===== src/rtl/tlp_pack_pkg.sv =====
package tlp_pack_pkg;
  // beat currently presented
  typedef enum logic [2:0] {
    ST_H0    = 3'd0, // header dwords 0/1, from command port
    ST_H1    = 3'd1, // header dword 2 (+3 or filler)
    ST_ODD   = 3'd2, // payload 0 in upper slot
    ST_EVEN  = 3'd3, // payload passes through unshifted
    ST_SHIFT = 3'd4, // carry in lower, new dword in upper
    ST_TAIL  = 3'd5  // carry in lower, filler in upper
  } pack_st_e;

  function automatic logic is_pld_st(pack_st_e s);
    return (s == ST_ODD) || (s == ST_EVEN) || (s == ST_SHIFT);
  endfunction
endpackage


===== src/rtl/tlp_pack_ctrl.sv =====
module tlp_pack_ctrl
  import tlp_pack_pkg::*;
#(
  parameter int LEN_W = 10
) (
  input  logic             clk_i,
  input  logic             rst_ni,
  input  logic             cmd_valid_i,
  input  logic             cmd_hdr4_i,
  input  logic             cmd_addr2_i,
  input  logic [LEN_W-1:0] cmd_len_i,
  input  logic             addr2_q_i,
  input  logic             pld_valid_i,
  input  logic             tx_ready_i,
  output pack_st_e         st_o,
  output logic             cmd_ready_o,
  output logic             pld_ready_o,
  output logic             tx_valid_o,
  output logic             tx_sop_o,
  output logic             tx_eop_o,
  output logic             last_lo_o,
  output logic             cmd_take_o,
  output logic             carry_take_o
);
  localparam int REM_W = LEN_W + 1;
  localparam logic [REM_W-1:0] LEN_MAX = {1'b1, {LEN_W{1'b0}}};

  pack_st_e         st_q, st_d;
  logic [REM_W-1:0] rem_q, rem_d;
  logic [REM_W-1:0] len_dec;
  logic             fire;

  assign len_dec = (cmd_len_i == '0) ? LEN_MAX : REM_W'(cmd_len_i);

  always_comb begin
    tx_valid_o = 1'b0;
    tx_eop_o   = 1'b0;
    unique case (st_q)
      ST_H0:    tx_valid_o = cmd_valid_i;
      ST_H1:    tx_valid_o = 1'b1;
      ST_ODD: begin
        tx_valid_o = pld_valid_i;
        tx_eop_o   = (rem_q == REM_W'(1));
      end
      ST_EVEN: begin
        tx_valid_o = pld_valid_i;
        tx_eop_o   = (rem_q <= REM_W'(2));
      end
      ST_SHIFT: begin
        tx_valid_o = pld_valid_i;
        tx_eop_o   = (rem_q == REM_W'(2));
      end
      ST_TAIL: begin
        tx_valid_o = 1'b1;
        tx_eop_o   = 1'b1;
      end
      default: ;
    endcase
  end

  assign tx_sop_o     = (st_q == ST_H0);
  assign cmd_ready_o  = tx_ready_i && (st_q == ST_H0);
  assign pld_ready_o  = tx_ready_i && is_pld_st(st_q);
  assign fire         = tx_valid_o && tx_ready_i;
  assign cmd_take_o   = fire && (st_q == ST_H0);
  assign carry_take_o = fire && ((st_q == ST_ODD) || (st_q == ST_SHIFT));
  assign last_lo_o    = (st_q == ST_EVEN) && (rem_q == REM_W'(1));
  assign st_o         = st_q;

  always_comb begin
    st_d  = st_q;
    rem_d = rem_q;
    if (fire) begin
      unique case (st_q)
        ST_H0: begin
          rem_d = len_dec;
          st_d  = (!cmd_hdr4_i && cmd_addr2_i) ? ST_ODD : ST_H1;
        end
        ST_H1: st_d = addr2_q_i ? ST_ODD : ST_EVEN;
        ST_ODD: begin
          rem_d = rem_q - REM_W'(1);
          if (rem_q == REM_W'(1))      st_d = ST_H0;
          else if (rem_q == REM_W'(2)) st_d = ST_TAIL;
          else                         st_d = ST_SHIFT;
        end
        ST_EVEN: begin
          rem_d = rem_q - REM_W'(2);
          if (rem_q <= REM_W'(2)) st_d = ST_H0;
        end
        ST_SHIFT: begin
          rem_d = rem_q - REM_W'(2);
          if (rem_q == REM_W'(2))      st_d = ST_H0;
          else if (rem_q == REM_W'(3)) st_d = ST_TAIL;
        end
        ST_TAIL: st_d = ST_H0;
        default: st_d = ST_H0;
      endcase
    end
  end

  always_ff @(posedge clk_i or negedge rst_ni) begin
    if (!rst_ni) begin
      st_q  <= ST_H0;
      rem_q <= '0;
    end else begin
      st_q  <= st_d;
      rem_q <= rem_d;
    end
  end
endmodule


===== src/rtl/tlp_pack_store.sv =====
module tlp_pack_store #(
  parameter int DW     = 32,
  parameter int HI_CNT = 2
) (
  input  logic                      clk_i,
  input  logic                      rst_ni,
  input  logic                      cmd_take_i,
  input  logic [HI_CNT*DW-1:0]      cmd_hdr_hi_i,
  input  logic                      cmd_hdr4_i,
  input  logic                      cmd_addr2_i,
  input  logic                      carry_take_i,
  input  logic [DW-1:0]             carry_d_i,
  output logic [HI_CNT-1:0][DW-1:0] hdr_q_o,
  output logic                      hdr4_q_o,
  output logic                      addr2_q_o,
  output logic [DW-1:0]             carry_q_o
);
  // upper header dwords are needed after the command port has moved on
  for (genvar g = 0; g < HI_CNT; g++) begin : g_hdr
    always_ff @(posedge clk_i or negedge rst_ni) begin
      if (!rst_ni)         hdr_q_o[g] <= '0;
      else if (cmd_take_i) hdr_q_o[g] <= cmd_hdr_hi_i[g*DW +: DW];
    end
  end

  always_ff @(posedge clk_i or negedge rst_ni) begin
    if (!rst_ni) begin
      hdr4_q_o  <= 1'b0;
      addr2_q_o <= 1'b0;
    end else if (cmd_take_i) begin
      hdr4_q_o  <= cmd_hdr4_i;
      addr2_q_o <= cmd_addr2_i;
    end
  end

  always_ff @(posedge clk_i or negedge rst_ni) begin
    if (!rst_ni)           carry_q_o <= '0;
    else if (carry_take_i) carry_q_o <= carry_d_i;
  end
endmodule


===== src/rtl/tlp_pack_beat.sv =====
module tlp_pack_beat
  import tlp_pack_pkg::*;
#(
  parameter int DW = 32
) (
  input  pack_st_e          st_i,
  input  logic [2*DW-1:0]   hdr_lo_i,
  input  logic [1:0][DW-1:0] hdr_q_i,
  input  logic              hdr4_q_i,
  input  logic [DW-1:0]     carry_i,
  input  logic [2*DW-1:0]   pld_i,
  input  logic              last_lo_i,
  output logic [2*DW-1:0]   beat_o
);
  logic [DW-1:0] lo, hi, p_lo, p_hi;

  assign p_lo = pld_i[DW-1:0];
  assign p_hi = pld_i[2*DW-1:DW];

  always_comb begin
    lo = '0;
    hi = '0;
    unique case (st_i)
      ST_H0: begin
        lo = hdr_lo_i[DW-1:0];
        hi = hdr_lo_i[2*DW-1:DW];
      end
      ST_H1: begin
        lo = hdr_q_i[0];
        hi = hdr4_q_i ? hdr_q_i[1] : '0;
      end
      ST_ODD: begin
        lo = hdr4_q_i ? '0 : hdr_q_i[0];
        hi = p_lo;
      end
      ST_EVEN: begin
        lo = p_lo;
        hi = last_lo_i ? '0 : p_hi;
      end
      ST_SHIFT: begin
        lo = carry_i;
        hi = p_lo;
      end
      ST_TAIL: lo = carry_i;
      default: ;
    endcase
  end

  assign beat_o = {hi, lo};
endmodule


===== src/rtl/tlp_packer.sv =====
module tlp_packer
  import tlp_pack_pkg::*;
#(
  parameter int DW    = 32,
  parameter int LEN_W = 10
) (
  input  logic             clk_i,
  input  logic             rst_ni,
  input  logic             cmd_valid_i,
  output logic             cmd_ready_o,
  input  logic [4*DW-1:0]  cmd_hdr_i,
  input  logic             cmd_hdr4_i,
  input  logic             cmd_addr2_i,
  input  logic [LEN_W-1:0] cmd_len_i,
  input  logic             pld_valid_i,
  output logic             pld_ready_o,
  input  logic [2*DW-1:0]  pld_data_i,
  output logic             tx_valid_o,
  input  logic             tx_ready_i,
  output logic [2*DW-1:0]  tx_data_o,
  output logic             tx_sop_o,
  output logic             tx_eop_o
);
  localparam int BEAT_W = 2 * DW;

  pack_st_e           st;
  logic               addr2_q, hdr4_q, last_lo, cmd_take, carry_take;
  logic [1:0][DW-1:0] hdr_q;
  logic [DW-1:0]      carry_q;

  tlp_pack_ctrl #(.LEN_W(LEN_W)) u_ctrl (
    .clk_i        (clk_i),
    .rst_ni       (rst_ni),
    .cmd_valid_i  (cmd_valid_i),
    .cmd_hdr4_i   (cmd_hdr4_i),
    .cmd_addr2_i  (cmd_addr2_i),
    .cmd_len_i    (cmd_len_i),
    .addr2_q_i    (addr2_q),
    .pld_valid_i  (pld_valid_i),
    .tx_ready_i   (tx_ready_i),
    .st_o         (st),
    .cmd_ready_o  (cmd_ready_o),
    .pld_ready_o  (pld_ready_o),
    .tx_valid_o   (tx_valid_o),
    .tx_sop_o     (tx_sop_o),
    .tx_eop_o     (tx_eop_o),
    .last_lo_o    (last_lo),
    .cmd_take_o   (cmd_take),
    .carry_take_o (carry_take)
  );

  tlp_pack_store #(.DW(DW), .HI_CNT(2)) u_store (
    .clk_i        (clk_i),
    .rst_ni       (rst_ni),
    .cmd_take_i   (cmd_take),
    .cmd_hdr_hi_i (cmd_hdr_i[4*DW-1:2*DW]),
    .cmd_hdr4_i   (cmd_hdr4_i),
    .cmd_addr2_i  (cmd_addr2_i),
    .carry_take_i (carry_take),
    .carry_d_i    (pld_data_i[BEAT_W-1:DW]),
    .hdr_q_o      (hdr_q),
    .hdr4_q_o     (hdr4_q),
    .addr2_q_o    (addr2_q),
    .carry_q_o    (carry_q)
  );

  tlp_pack_beat #(.DW(DW)) u_beat (
    .st_i      (st),
    .hdr_lo_i  (cmd_hdr_i[2*DW-1:0]),
    .hdr_q_i   (hdr_q),
    .hdr4_q_i  (hdr4_q),
    .carry_i   (carry_q),
    .pld_i     (pld_data_i),
    .last_lo_i (last_lo),
    .beat_o    (tx_data_o)
  );
endmodule


===== config.mk =====
export PLATFORM = sky130hd
export DESIGN_NAME = tlp_packer
export DESIGN_NICKNAME = d
export VERILOG_FILES = /design/src/rtl/tlp_pack_pkg.sv /design/src/rtl/tlp_pack_ctrl.sv /design/src/rtl/tlp_pack_store.sv /design/src/rtl/tlp_pack_beat.sv /design/src/rtl/tlp_packer.sv
export SDC_FILE = /design/constraint.sdc
export NUM_CORES = 1
export LEC_CHECK = 0
export ABC_CLOCK_PERIOD_IN_PS = 1710
export BUFFER_PORTS_ARGS = -buffer_cell sky130_fd_sc_hd__buf_2
export CORE_UTILIZATION = 29
export CTS_CLUSTER_DIAMETER = 150
export CTS_CLUSTER_SIZE = 24
export DETAILED_ROUTE_END_ITERATION = 6
export SLEW_MARGIN = 20
export SYNTH_ARGS = -nofsm -noshare
export SYNTH_HDL_FRONTEND = slang
export SYNTH_SLANG_ARGS = --single-unit

===== constraint.sdc =====
create_clock -name clk_i -period 1.71 [get_ports clk_i]
set_input_delay 0.0855 -clock clk_i [delete_from_list [all_inputs] [get_ports clk_i]]
set_output_delay 0.0855 -clock clk_i [all_outputs]
set_load 0.1 [all_outputs]

Word level (Yosys, flattened, before mapping)
Cells that the tools add are included.
W data, S select, Z words.
- register bits: 112
- bits in latches: 0
- RAM bits: 0
- bits in read-only memories: 0
- memories kept: 0
- add/subtract/negate cells: 2
- multiply operators: 0
- divide/modulo/power cells: 0
- magnitude comparators: 1
- eq/ne operators: 10
- shift-type cells: 0
- muxes and demuxes: 17
- bitwise gates (word level): 0
- reduce and logical (&&, ||, !) cells: 21
- operator list (operator ; number):
    $pmux W32 S5 ; 1
    $pmux W32 S4 ; 1
    $mux W32 ; 3
    $pmux W11 S3 ; 1
    $eq A11 B2 Y1 const B ; 2
    $pmux W3 S5 ; 1
    $mux W3 ; 4
    $eq A11 B1 Y1 const B ; 1
    $le A11 B2 Y1 const B ; 1
    $mux W11 ; 1
    $sub A11 B1 Y11 const B ; 1
    $sub A11 B2 Y11 const B ; 1
    $logic_not A10 Y1 ; 1
    $reduce_or A2 Y1 ; 4
    $logic_and A1 B1 Y1 ; 7
    $eq A3 B2 Y1 const B ; 2
    $eq A3 B3 Y1 const B ; 2
    $pmux W1 S4 ; 1
    $eq A3 B1 Y1 const B ; 1
    $logic_not A3 Y1 ; 1
    $logic_or A1 B1 Y1 ; 3
    $ne A3 B3 Y1 const B ; 1
    $pmux W1 S3 ; 1
    $reduce_and A3 Y1 ; 1
    other kinds (7) ; 8

Longest topological paths before layout
- depth in word-level cells: 5
- gate-level depth with buffers: 8
- gate-level depth less buffers: 7

Hierarchy
Synthesis repeated with hierarchy kept, for this count alone.
- cells, all modules: 738
- area, all modules: 7892.6 µm²
- by module, submodules not included (module ; times used ; cells an instance ; area an instance (µm²) ; sequential area each (µm²)):
    tlp_pack_store ; 1 ; 207 ; 3811.2 ; 2452.4
    tlp_pack_beat ; 1 ; 341 ; 2563.7 ; 0.0
    tlp_pack_ctrl ; 1 ; 190 ; 1517.7 ; 350.3

Least setup slack after synthesis
No wires, ideal clock.
- kind: flip-flop to flip-flop
- start: register u_ctrl.st_q[2] (netlist: u_ctrl.st_o[2])
- end: register u_store.carry_q_o[10]
- data arrival time: 3.043 ns
- required time: 1.585 ns
- path slack: -1.458 ns
- stages on the path, launching flop included: 7
- path buffers: 3
- clock period less this slack: 3.168 ns
- path through: dfrtp_1 > clkbuf_8 > buf_2 > o22ai_1 > nand3_2 > buf_2 > mux2_2
- word-level cells in the longest chain between the ends: 5
- elaborated cells between the ends (all ways): 12
- ends and longest elaborated chain (element ; line ; RTL):
    start, declared ; tlp_pack_ctrl.sv:28 ; pack_st_e st_q, st_d;
    start signal, assigned ; tlp_pack_ctrl.sv:106 ; st_q <= st_d;
    $eq A3 B2 Y1, or another cell as far along ; tlp_pack_ctrl.sv:38 ; unique case (st_q)
    $reduce_or A3 Y1 (no line) / $reduce_or A2 Y1 (equally long branches) ; - ;
    $pmux W1 S3 * ; tlp_pack_ctrl.sv:38 ;
    named net tx_valid_o ; tlp_packer.sv:18 ; output logic tx_valid_o,
    $logic_and A1 B1 Y1 * ; tlp_pack_ctrl.sv:64 ; assign fire = tx_valid_o && tx_ready_i;
    $logic_and A1 B1 Y1 * ; tlp_pack_ctrl.sv:66 ; assign carry_take_o = fire && ((st_q == ST_ODD) || (st_q == ST_SHIFT));
    end signal, assigned ; tlp_pack_store.sv:38 ; else if (carry_take_i) carry_q_o <= carry_d_i;
    end, declared ; tlp_pack_store.sv:16 ; output logic [DW-1:0] carry_q_o
Mark *: on every way through the listed nets, which the timed path passes. The rest lies on a longest branch.
A chain may end at the register's enable or synchronous reset.

Final worst setup path
- start: register u_ctrl.rem_q[5]
- end: output port tx_data_o[51]
- word-level cells in the longest chain between the ends: 4
- ends and longest elaborated chain (element ; line ; RTL):
    start, declared ; tlp_pack_ctrl.sv:29 ; logic [REM_W-1:0] rem_q, rem_d;
    start signal, assigned ; tlp_pack_ctrl.sv:107 ; rem_q <= rem_d;
    $eq A11 B1 Y1 ; tlp_pack_ctrl.sv:67 ; assign last_lo_o = (st_q == ST_EVEN) && (rem_q == REM_W'(1));
    $logic_and A1 B1 Y1 ; tlp_pack_ctrl.sv:67 ;
    $mux W32 ; tlp_pack_beat.sv:38 ; hi = last_lo_i ? '0 : p_hi;
    $pmux W32 S4 ; tlp_pack_beat.sv:23 ; unique case (st_i)
    end, declared ; tlp_packer.sv:20 ; output logic [2*DW-1:0] tx_data_o,
Every way passes these cells.

==> run summary <==
• cell types occupying the most area after synthesis: sky130_fd_sc_hd__dfrtp_1 44%, sky130_fd_sc_hd__mux2_2 17%, sky130_fd_sc_hd__a221o_1 5.2%, sky130_fd_sc_hd__a222oi_1 5.0%, sky130_fd_sc_hd__nand2_1 4.6%
• WL/cell: 22.4 µm
• cell with the biggest individual delay on the critical path: sky130_fd_sc_hd__or4_4
• global-route wire length before repair: 46000 µm
• clock slew seen by the registers of the worst setup and hold paths: 0.08 ns
• Worst setup SP type: register
• die width: 151 µm
• number of antenna violations at the first check in global routing: 3
• worst hold slack after final layout: 0.0142 ns
• DRC violation count after routing: 12
• Placed Cells incl. Taps: 1236
• fill cell total of the finished layout: 1626
• initial core utilization: 29.5%
• maximum fanout along the worst path: 17
• first-pass detailed-route iteration total: 7
• via count of the first global-routing pass: 8067
• area growth from synthesis to final layout: 114%
• gr ovfl total: 0
• Port Buffer Count: 277
• Core Area: 0.0218 mm²
• row count: 54
• cell taking the most area after synthesis: sky130_fd_sc_hd__dfrtp_1
• instance count of the mapped netlist: 613
• fin crit share: 137%
• CTS Buf Count: 9
• depth of the CTS H-tree: 3
• netlist area before placement: 0.00641 mm²
• portion of the post-synthesis area used by sequential elements: 43.7%
• total area of sequential cells: 0.00281 mm²
• register bit count reported by yosys: 112
• maximum clock skew at final layout: 0.0186 ns
• clock insertion delay at the later pin of the skew report: 0.37 ns
• global-route usage over all layers: 27.5%
• number of violations reported at the end of detailed-routing iteration 0: 656
• deepest clock path buffer count: 2
• met3 routed WL: 2210 µm
• met1 wire length: 12800 µm
• length of routed met2 wiring: 15400 µm
• count of placed standard cells in the final layout, fillers left out: 1405
• die height: 151 µm
• ys flop type: sky130_fd_sc_hd__dfrtp_1
• via/cell ratio: 5.36
• run status: finished with violations
• area enclosed by the die boundary: 0.0227 mm²
• syn_nets: 827
• maximum number of pins on one net before global-route repair: 68
• cell mode on critical path: sky130_fd_sc_hd__buf_12
• Setup violations, final: 181
• cell at the root of the clock tree: sky130_fd_sc_hd__clkbuf_16
• data arrival time of the worst path: 2.25 ns
• max-slew violation count: 0
• kind of end point of the critical path: output port
• Worst Path Buf+Inv: 2
• clock sinks: 112
• RSZ-0062 raised after global routing: true
• fin worst setup slack: -0.627 ns
• violated checks: DRC, setup timing
• data required time at the worst endpoint: 1.62 ns
• Detail Placement HPWL: 19700 µm
• delay-heaviest family, CP: simple AND/OR/NAND/NOR gates
• fraction of final layout cells with drive strength greater than 1: 65.7%
• worst relative slew slack: 69.3%
• area of the multi-input gates: 0.00467 mm²
• Hold Vio Cnt, Final: 0
• synth unique cells: 57
• worst path cell trace: or4_4 -> nor3_4 -> a21oi_4 -> buf_12 -> nand2_2 -> nand2_4 -> buf_12
• Final #Nets: 1332
• transition time at the pin with the least slew margin: 0.461 ns
• highest clock rate: 428 MHz
• worst setup path class: reg -> out
• total wire length after detailed routing: 31500 µm
• uppermost layer routed: met5
• remaining antenna violation count: 0
• average size of a mapped cell: 10.5 µm²
• final critical delay including setup and external delays: 2.34 ns
• max capacitance violation total: 0
• I/O pins: 278
• Async SR Flop Fraction: 100%
• gpl congestion: 0.879
• clock tree from TritonCTS: yes
• Ys Warns: 0
• total via count after detailed routing: 7528
• type of the worst min-delay path: in -> reg
• area share of the leading cell type in the synthesized netlist: 43.7%
• largest stage delay on the critical path: 0.58 ns
• number of flops mapped to enable cells by yosys: 0
==> worst paths after layout <==
check	from	depth (start not counted)	endpoint	slack, ns
max	u_ctrl.rem_q[5]	7	tx_data_o[51]	-0.63
min	pld_data_i[60]	2	u_store.carry_q_o[28]	0.01
max reg2reg	u_ctrl.st_o[1]	11	u_store.carry_q_o[17]	-0.41
min reg2reg	u_store.carry_q_o[3]	1	u_store.carry_q_o[3]	0.51
max in group asynchronous	rst_ni	3	u_store.hdr_q_o[49]	0.89
min in group asynchronous	rst_ni	2	u_store.hdr_q_o[42]	0.13
==> kinds of logic (layout without fill, tap and decap cells) <==
group / after synthesis / in the layout / synth area share, %
simple gates: 177 / 177 / 13.0
other cells: 0 / 2 / 0
compound gates: 159 / 160 / 19.9
buf+inv: 59 / 568 / 4.72
mux: 101 / 101 / 17.7
flops: 112 / 112 / 43.7
fa+ha+maj: 5 / 5 / 0.976
==> stage by stage <==
stage / area [µm²] / worst slack, ns / util (%) / setup TNS, ns
6_report: 13700 / -0.627 / 63.0 / -71.54
2_1_floorplan: 7450 / -0.347 / - / -19.31
3_3_place_gp: 10900 / -0.234 / 50.1 / -24.38
5_1_grt: 13700 / -0.686 / 63.0 / -81.35
3_5_place_dp: 10900 / -0.228 / 50.1 / -25.48
4_1_cts: 13500 / -0.601 / 62.1 / -62.31
==> synth_stat cells, types with 2 or more instances <==
| library cell | instances |
|---|---|
| sky130_fd_sc_hd__o21ai_0 | 21 |
| sky130_fd_sc_hd__nand3_1 | 10 |
| sky130_fd_sc_hd__a222oi_1 | 32 |
| sky130_fd_sc_hd__inv_1 | 7 |
| sky130_fd_sc_hd__nor3b_1 | 2 |
| sky130_fd_sc_hd__buf_4 | 4 |
| sky130_fd_sc_hd__buf_2 | 13 |
| sky130_fd_sc_hd__a21oi_1 | 16 |
| sky130_fd_sc_hd__nand2b_1 | 3 |
| sky130_fd_sc_hd__a221o_1 | 33 |
| sky130_fd_sc_hd__nand2_1 | 79 |
| sky130_fd_sc_hd__ha_1 | 5 |
| sky130_fd_sc_hd__nor3_1 | 4 |
| sky130_fd_sc_hd__nor2_1 | 48 |
| sky130_fd_sc_hd__o22ai_1 | 4 |
| sky130_fd_sc_hd__clkbuf_1 | 23 |
| sky130_fd_sc_hd__o21ai_1 | 2 |
| sky130_fd_sc_hd__a22oi_1 | 32 |
| sky130_fd_sc_hd__clkbuf_8 | 5 |
| sky130_fd_sc_hd__a31oi_1 | 4 |
| sky130_fd_sc_hd__mux2_2 | 98 |
| sky130_fd_sc_hd__dfrtp_1 | 112 |
| sky130_fd_sc_hd__nor3_4 | 2 |
| sky130_fd_sc_hd__o41ai_1 | 2 |
| sky130_fd_sc_hd__mux2i_1 | 3 |
| sky130_fd_sc_hd__and3_1 | 4 |
| sky130_fd_sc_hd__nor2b_1 | 3 |
| sky130_fd_sc_hd__or4_1 | 2 |
| sky130_fd_sc_hd__a32oi_1 | 3 |
| sky130_fd_sc_hd__nor4_1 | 4 |
| sky130_fd_sc_hd__buf_1 | 7 |
==> final cells by class <==
type / count / area share [%]
multi-input cells: 443 / 34.1
flip-flops and latches: 112 / 20.5
repair buffers: 545 / 40.2
diodes: 2 / 0.0365
clock inverters: 7 / 0.749
clock buffers: 9 / 1.64
well taps: 280 / 2.56
inverters: 7 / 0.283
==> registers in the layout, summed over array words and instances (netlist names) <==
signal,count
u_ctrl.rem_q,11
u_ctrl.st_o,3
u_store.addr2_q_o,1
u_store.carry_q_o,32
u_store.hdr4_q_o,1
u_store.hdr_q_o,64
==> layer usage <==
metal  vias up  GRT usage, %
li1       3380             -
met3        70          6.27
met4         2          11.2
met1      3721          33.5
met2       355          46.6
met5         -             0
==> layout by cell type, fill, tap and decap left out, types with 4 or more instances in the layout <==
cell,n
sky130_fd_sc_hd__o21ai_1,14
sky130_fd_sc_hd__buf_12,105
sky130_fd_sc_hd__a22oi_2,6
sky130_fd_sc_hd__nor4_1,4
sky130_fd_sc_hd__a222oi_1,32
sky130_fd_sc_hd__clkbuf_16,9
sky130_fd_sc_hd__a221o_4,30
sky130_fd_sc_hd__o21ai_0,5
sky130_fd_sc_hd__a21oi_1,7
sky130_fd_sc_hd__mux2_4,71
sky130_fd_sc_hd__inv_1,4
sky130_fd_sc_hd__nand2_1,9
sky130_fd_sc_hd__buf_4,94
sky130_fd_sc_hd__ha_1,4
sky130_fd_sc_hd__buf_2,207
sky130_fd_sc_hd__nand2_4,33
sky130_fd_sc_hd__buf_16,11
sky130_fd_sc_hd__dlygate4sd3_1,90
sky130_fd_sc_hd__mux2_2,27
sky130_fd_sc_hd__a21oi_4,4
sky130_fd_sc_hd__nand2_2,36
sky130_fd_sc_hd__buf_6,34
sky130_fd_sc_hd__nand3_1,7
sky130_fd_sc_hd__dfrtp_1,109
sky130_fd_sc_hd__nor2_1,42
sky130_fd_sc_hd__a22oi_1,26
sky130_fd_sc_hd__a31oi_1,4
sky130_fd_sc_hd__a21oi_2,6
sky130_fd_sc_hd__nor2_4,6
==> repair_timing <==
| item | 4_1_cts | 5_1_grt |
|---|---|---|
| hold buffers | 90 | 0 |
| pin swaps | 23 | 19 |
| gates resized for setup | 166 | 60 |
| endpoints found under the setup margin | 179 | 181 |
| gates cloned | 17 | 0 |
| buffers inserted | 43 | 17 |
| hold endpoints to repair | 201 | 0 |
Power is not shown: default switching activity piles up to over one toggle a cycle in this logic, so the estimate is an artifact.
